## src/rtl/stgdiv_pkg.sv

```systemverilog
package stgdiv_pkg;

    localparam int unsigned CFG_DATA_W = 32;
    localparam int unsigned CFG_RATIO_W = 4;
    localparam int unsigned CFG_ARM_POS = 8;

    typedef struct packed {
        logic                   arm;
        logic [CFG_RATIO_W-1:0] ratio;
    } ctl_word_t;

    typedef struct packed {
        logic                   fire;
        logic [CFG_RATIO_W-1:0] value;
    } load_req_t;

    // Number of input cycles the output stays high for a period of n cycles.
    function automatic logic [CFG_RATIO_W:0] high_len(input logic [CFG_RATIO_W-1:0] code);
        logic [CFG_RATIO_W:0] n;
        n = {1'b0, code} + 1'b1;
        return n >> 1;
    endfunction

endpackage

```

## src/rtl/stgdiv_regs.sv

```systemverilog
module stgdiv_regs
    import stgdiv_pkg::*;
#(
    parameter int unsigned DATA_W  = CFG_DATA_W,
    parameter int unsigned RATIO_W = CFG_RATIO_W,
    parameter int unsigned ARM_POS = CFG_ARM_POS
) (
    input  logic              clk_i,
    input  logic              rst_i,
    input  logic              wr_en_i,
    input  logic [DATA_W-1:0] wr_data_i,
    output logic [DATA_W-1:0] rd_data_o,
    output ctl_word_t         ctl_o
);

    ctl_word_t ctl_q;

    always_ff @(posedge clk_i) begin
        if (rst_i) begin
            ctl_q <= '0;
        end else if (wr_en_i) begin
            ctl_q.ratio <= wr_data_i[RATIO_W-1:0];
            ctl_q.arm   <= wr_data_i[ARM_POS];
        end
    end

    always_comb begin
        rd_data_o                = '0;
        rd_data_o[RATIO_W-1:0]   = ctl_q.ratio;
        rd_data_o[ARM_POS]       = ctl_q.arm;
    end

    logic unused_wr_bits;
    assign unused_wr_bits = ^{wr_data_i[DATA_W-1:ARM_POS+1], wr_data_i[ARM_POS-1:RATIO_W]};

    assign ctl_o = ctl_q;

    // the stored load bit follows the written bit 8
    p_arm_stored_r4: assert property (@(posedge clk_i) disable iff (rst_i)
        wr_en_i |=> (rd_data_o[ARM_POS] == $past(wr_data_i[ARM_POS])));

    // without a write, the register content holds
    p_hold_no_write_r7: assert property (@(posedge clk_i) disable iff (rst_i)
        !wr_en_i |=> $stable(rd_data_o));

endmodule

```

## src/rtl/stgdiv_loadgen.sv

```systemverilog
module stgdiv_loadgen
    import stgdiv_pkg::*;
#(
    parameter int unsigned RATIO_W = CFG_RATIO_W
) (
    input  logic      clk_i,
    input  logic      rst_i,
    input  ctl_word_t ctl_i,
    output load_req_t req_o
);

    logic               arm_d1_q;
    logic [RATIO_W-1:0] ratio_d1_q;

    // The ratio is delayed alongside the arm bit, so the pulse carries the
    // value staged before the write that raised the arm bit.
    always_ff @(posedge clk_i) begin
        if (rst_i) begin
            arm_d1_q   <= 1'b0;
            ratio_d1_q <= '0;
        end else begin
            arm_d1_q   <= ctl_i.arm;
            ratio_d1_q <= ctl_i.ratio;
        end
    end

    assign req_o.fire  = ctl_i.arm & ~arm_d1_q;
    assign req_o.value = ratio_d1_q;

    // the load pulse lasts one cycle
    p_single_pulse_r5: assert property (@(posedge clk_i) disable iff (rst_i)
        req_o.fire |=> !req_o.fire);

    // a pulse is preceded by a cleared load bit
    p_fire_on_rise_r4: assert property (@(posedge clk_i) disable iff (rst_i)
        req_o.fire |-> $rose(ctl_i.arm));

endmodule

```

## src/rtl/stgdiv_core.sv

```systemverilog
module stgdiv_core
    import stgdiv_pkg::*;
#(
    parameter int unsigned RATIO_W = CFG_RATIO_W
) (
    input  logic      clk_i,
    input  logic      rst_i,
    input  load_req_t req_i,
    output logic      clk_o,
    output logic      clk_en_o
);

    logic [RATIO_W-1:0] cnt_q;
    logic [RATIO_W-1:0] act_q;
    logic [RATIO_W-1:0] pend_q;
    logic               pend_vld_q;
    logic               div_q;
    logic               en_q;
    logic               gate_q;

    logic               wrap;
    logic [RATIO_W-1:0] cnt_nxt;
    logic [RATIO_W-1:0] act_nxt;
    logic [RATIO_W:0]   hi_nxt;

    always_comb begin
        wrap    = (cnt_q == act_q);
        cnt_nxt = wrap ? '0 : cnt_q + 1'b1;
        act_nxt = (wrap && pend_vld_q) ? pend_q : act_q;
        hi_nxt  = high_len(act_nxt);
    end

    always_ff @(posedge clk_i) begin
        if (rst_i) begin
            cnt_q      <= '0;
            act_q      <= '0;
            pend_q     <= '0;
            pend_vld_q <= 1'b0;
            div_q      <= 1'b0;
            en_q       <= 1'b0;
        end else begin
            cnt_q <= cnt_nxt;
            act_q <= act_nxt;
            if (wrap) begin
                pend_vld_q <= 1'b0;
            end
            if (req_i.fire) begin
                pend_q     <= req_i.value;
                pend_vld_q <= 1'b1;
            end
            div_q <= (act_nxt != '0) && ({1'b0, cnt_nxt} < hi_nxt);
            en_q  <= (cnt_nxt == '0);
        end
    end

    // Bypass gate for ratio 1: updated while the input clock is low.
    always_ff @(negedge clk_i) begin
        if (rst_i) begin
            gate_q <= 1'b1;
        end else begin
            gate_q <= (act_q == '0);
        end
    end

    assign clk_o    = div_q | (clk_i & gate_q);
    assign clk_en_o = en_q;

    // the counter never runs past the active ratio
    p_cnt_bound_r9: assert property (@(posedge clk_i) disable iff (rst_i)
        cnt_q <= act_q);

    // the active ratio changes only at a counter wrap
    p_switch_at_wrap_r9: assert property (@(posedge clk_i) disable iff (rst_i)
        !$stable(act_q) |-> ($past(cnt_q) == $past(act_q)));

    // a period start is followed by a counter at zero
    p_en_at_zero_r1: assert property (@(posedge clk_i) disable iff (rst_i)
        en_q |-> (cnt_q == '0));

endmodule

```

## src/rtl/stgdiv_top.sv

```systemverilog
module stgdiv_top
    import stgdiv_pkg::*;
#(
    parameter int unsigned DATA_W  = CFG_DATA_W,
    parameter int unsigned RATIO_W = CFG_RATIO_W,
    parameter int unsigned ARM_POS = CFG_ARM_POS
) (
    input  logic              clk_i,
    input  logic              rst_i,
    input  logic              wr_en_i,
    input  logic [DATA_W-1:0] wr_data_i,
    output logic [DATA_W-1:0] rd_data_o,
    output logic              clk_o,
    output logic              clk_en_o
);

    ctl_word_t ctl;
    load_req_t req;

    stgdiv_regs #(
        .DATA_W  (DATA_W),
        .RATIO_W (RATIO_W),
        .ARM_POS (ARM_POS)
    ) u_regs (
        .clk_i     (clk_i),
        .rst_i     (rst_i),
        .wr_en_i   (wr_en_i),
        .wr_data_i (wr_data_i),
        .rd_data_o (rd_data_o),
        .ctl_o     (ctl)
    );

    stgdiv_loadgen #(
        .RATIO_W (RATIO_W)
    ) u_loadgen (
        .clk_i (clk_i),
        .rst_i (rst_i),
        .ctl_i (ctl),
        .req_o (req)
    );

    stgdiv_core #(
        .RATIO_W (RATIO_W)
    ) u_core (
        .clk_i    (clk_i),
        .rst_i    (rst_i),
        .req_i    (req),
        .clk_o    (clk_o),
        .clk_en_o (clk_en_o)
    );

endmodule

```

## config.mk

```make
export PLATFORM = sky130hd
export DESIGN_NAME = stgdiv_top
export DESIGN_NICKNAME = d
export VERILOG_FILES = /design/src/rtl/stgdiv_pkg.sv /design/src/rtl/stgdiv_regs.sv /design/src/rtl/stgdiv_loadgen.sv /design/src/rtl/stgdiv_core.sv /design/src/rtl/stgdiv_top.sv
export SDC_FILE = /design/constraint.sdc
export NUM_CORES = 1
export LEC_CHECK = 0
export BUFFER_PORTS_ARGS = -buffer_cell sky130_fd_sc_hd__buf_2
export CAP_MARGIN = 10
export CORE_MARGIN = 4
export CORE_UTILIZATION = 40
export CTS_CLUSTER_SIZE = 28
export DETAILED_ROUTE_END_ITERATION = 10
export MAX_ROUTING_LAYER = met4
export PLACE_DENSITY = 0.69
export REMOVE_ABC_BUFFERS = 1
export SYNTH_ARGS = -nofsm -noshare
export SYNTH_HDL_FRONTEND = slang
export SYNTH_SLANG_ARGS = --single-unit
```

## constraint.sdc

```tcl
create_clock -name clk_i -period 5.9 [get_ports clk_i]
set_clock_uncertainty 0.15 [all_clocks]
set_input_delay 0.59 -clock clk_i [delete_from_list [all_inputs] [get_ports clk_i]]
set_output_delay 0.59 -clock clk_i [all_outputs]
set_load 0.02 [all_outputs]
```

Word level (Yosys, flattened, before mapping)
Index checks and enable logic that the tools add are counted.
Widths: inputs -> output; s select.
{"block": "totals", "register_bits": 26, "inputBits": 35, "out_inout_bits": 34}
{"block": "op_classes", "addsub": 2, "magnitude_cmp": 1, "n_eq_ne": 1, "n_mux": 4, "bitwise": 4, "n_reduce_logical": 6}
{"op": "$logic_not 4->1", "count": 2}
{"op": "$mux 4", "count": 2}
{"op": "$add 4x1->5 const B", "count": 1}
{"op": "$add 4x1->4 const B", "count": 1}
{"op": "$eq 4x4->1", "count": 1}
{"op": "$lt 4x4->1", "count": 1}
{"op": "$reduce_bool 4->1", "count": 1}
{"op": "$and 1x1->1", "count": 2}
{"op": "$logic_and 1x1->1", "count": 2}
{"op": "$mux 1", "count": 2}
{"op": "$reduce_bool 2->1", "count": 1}
{"op": "$not 1->1", "count": 1}
{"op": "$or 1x1->1", "count": 1}

Logic depth before layout (Yosys ltp)
{"block": "depth", "word_depth": 6, "ltp_mapped": 14, "depth_no_buf": 12}

Hierarchy
A second synthesis with hierarchy kept.
{"block": "unflattened", "hier_cells": 166, "hier_area_um2": 1457.6}
{"mod": "stgdiv_core", "instances": 1, "cells_each": 106, "area_per_inst_um2": 895.9, "seq_area_each_um2": 320.3}
{"mod": "stgdiv_regs", "instances": 1, "cells_each": 49, "area_per_inst_um2": 424.2, "seq_area_each_um2": 100.1}
{"mod": "stgdiv_loadgen", "instances": 1, "cells_each": 11, "area_per_inst_um2": 137.6, "seq_area_each_um2": 100.1}

==> reports/qor.txt <==
Crit Path Max Fanout = 1
Nets = 221
Post-route ant nets = 0
Die span in y = 70.03 microns
Most common cell after layout, fill and taps aside = conb_1
FF+latch count, synth = 26
Maximum vdd drop = 0.1780 mV
Vias = 1040
Worst Path Buf+Inv = 1
Fill cells = 377
Register Area = 520.5 sq um
Worst hold path type = input port to register
Worst-skew pair later-pin latency = 380 ps
Largest net degree at the start of global routing = 26
Number of flops mapped to enable cells by yosys = 0
Gr ovfl total = 0
Final setup fails = 0
Drt first pass iters = 4
Slowest stage delay, CP = 290 ps
DR DRC count = 0
Sw Ratio = 24.84%
CP max-delay cell = dfxtp_1
Slew margin rel. = 65.65%
GPL Wtd Cong = 0.8006
Post-route cell area = 0.001602 sq mm
Clk pwr share = 50.4%
Fin. Hold Viols = 0
Cell class contributing the biggest share of worst-path delay = flip-flops
Row count = 22
Status = finished clean
Gate power share = 8.2%
Ys async rst share = 0%
Initial drt markers = 48
Most used DFF post-synth = dfxtp_1
Worst Max-Slew Pin Slew = 514.2 ps
First-pass GRT wire length = 4.305 mm
Hold buffer count at CTS = 0
Register area share after synthesis = 33.82%
CP arrival = 3980 ps
Top Ports = 69
Syn Inst Count = 169
Maxcap violations = 0
Clk slew on worst S/H paths = 90 ps
Final slew viol count = 0
Unrepaired setup endpoints after global routing = false
Warnings from Yosys = 0
Crit path launch type = register
Lkg Pwr = 0.6729 nW
Avg Inst Size Synth = 9.106 sq um
Starting Density = 41.72%
Total GRT Usage = 11.49%
IO buf count = 14
Psw = 109.9 uW
DP HPWL = 1.822 mm
Setup Buffers After CTS = 0
Worst Setup End Kind = primary output
CP Cell Sequence = a21o_1 -> buf_2
Vias in the first global route = 998
Mapped cell area = 0.001539 sq mm
Synth cell types = 39
Vias per cell = 4.581
P&R area growth vs syn = 4.065%
Int Power = 332.5 uW
Most frequent cells in the layout = conb_1 (27), dfxtp_1 (26), nor2_1 (15), buf_2 (14)
Crit Path Class = register to primary output
Share of cells above drive strength 1 = 18.99%
CTS tree = done
DRT Wirelength = 2.480 mm
Power Density = 276.3 mW/mm^2
Ant diodes = 0
Initial antenna violation count = 0
Core ar. = 0.003689 sq mm
Die Area = 0.004904 sq mm
Placed Area = 0.001489 sq mm
Post_cts resized = 0
Register share of total power = 41.4%
Multi-input combinational cell area = 823.3 sq um
Horiz. Die Dim = 70.03 microns
DR WL/cell = 10.93 microns
Total negative slack = 0 ps
Critical path data required time = 5160 ps
-- worst paths after layout --
| kind | from | endpoint | slack, ps | depth (start not counted) |
|---|---|---|---|---|
| worst max-delay path | u_core.gate_q | clk_o | 1180 | 2 |
| worst min-delay path | wr_data_i[1] | u_regs.ctl_o[1] | 290 | 3 |
| worst max register to register | u_core.act_q[2] | u_core.gate_q | 2030 | 1 |
| worst min register to register | u_loadgen.ratio_d1_q[2] | u_core.pend_q[2] | 330 | 2 |
-- area by class of cell --
type	instances	share of cell area, %
multi-input combinational	128	51.41
sequential	26	32.50
clock buffer	7	5.469
timing repair buffer	13	4.062
tap	48	3.750
clock inverter	2	2.109
inverter	3	0.7031
-- cells by family after synthesis --
logic type,count (synthesis),share of synthesized area [%]
XOR/XNOR,9,6.098
AND/OR/NAND/NOR,53,18.29
flip-flops,26,33.82
buffers and inverters,41,19.02
multiplexers,9,5.854
other,1,0.2437
AO/OA/AOI/OAI,24,11.79
adder cells (fa/ha/maj),6,4.878
-- synthesized netlist by cell type (3+ instances only) --
cell type,instances,share of area [%]
and2_1,3,1.2
nor2b_1,6,2.4
nand2b_1,4,1.6
nor2_1,15,3.7
inv_1,4,0.98
nor3_1,3,0.98
dfxtp_1,26,34
clkbuf_1,4,0.98
mux2i_1,9,5.9
nand3_1,7,2.3
xnor2_1,5,2.8
a21oi_1,9,2.9
nand2_1,6,1.5
ha_1,6,4.9
buf_4,28,14
-- sequential cells by signal, summed over array words and instances (netlist names) --
register / count
u_core.gate_q: 1
u_loadgen.ratio_d1_q: 4
u_core.pend_vld_q: 1
u_regs.ctl_o: 5
u_core.cnt_q: 4
u_loadgen.arm_d1_q: 1
u_core.div_q: 1
u_core.pend_q: 4
u_core.act_q: 4
u_core.clk_en_o: 1
-- power by group through the flow --
stage / sequential, mW / combinational [mW] / clock [mW]
detailed placement: 0.187 / 0.0362 / 0.0236
finish: 0.183 / 0.0363 / 0.223
CTS: 0.183 / 0.0362 / 0.232
global route: 0.184 / 0.0397 / 0.241
floorplan: 0.190 / 0.0240 / 0.0182
global placement: 0.187 / 0.0358 / 0.0236
-- layer usage --
metal / GRT usage, % / share of wire [%] / vias to the layer above / wire length (microns)
met1: 12.13 / 44 / 474 / 1084
met3: 4.748 / 7.5 / 6 / 187
met2: 17.73 / 46 / 32 / 1151
met4: 7.234 / 2.3 / 0 / 56
met5: - / 0 / - / 0
li1: - / - / 528 / -
-- metrics by stage --
step                      hold WS [ps]  worst slack [ps]  cells  power (mW)  utilization [%]
final                            287.5              1180    227      0.4424            43.42
after global routing             304.6              1129    227      0.4651            43.42
after CTS                        277.2              1156    227      0.4517            43.42
after detailed placement         316.2              1524    220      0.2468            40.37
after global placement           294.7              1512    220      0.2463            40.37
after floorplan                  290.3              1727    158      0.2318                -
Power figures use the tool's default switching activity.
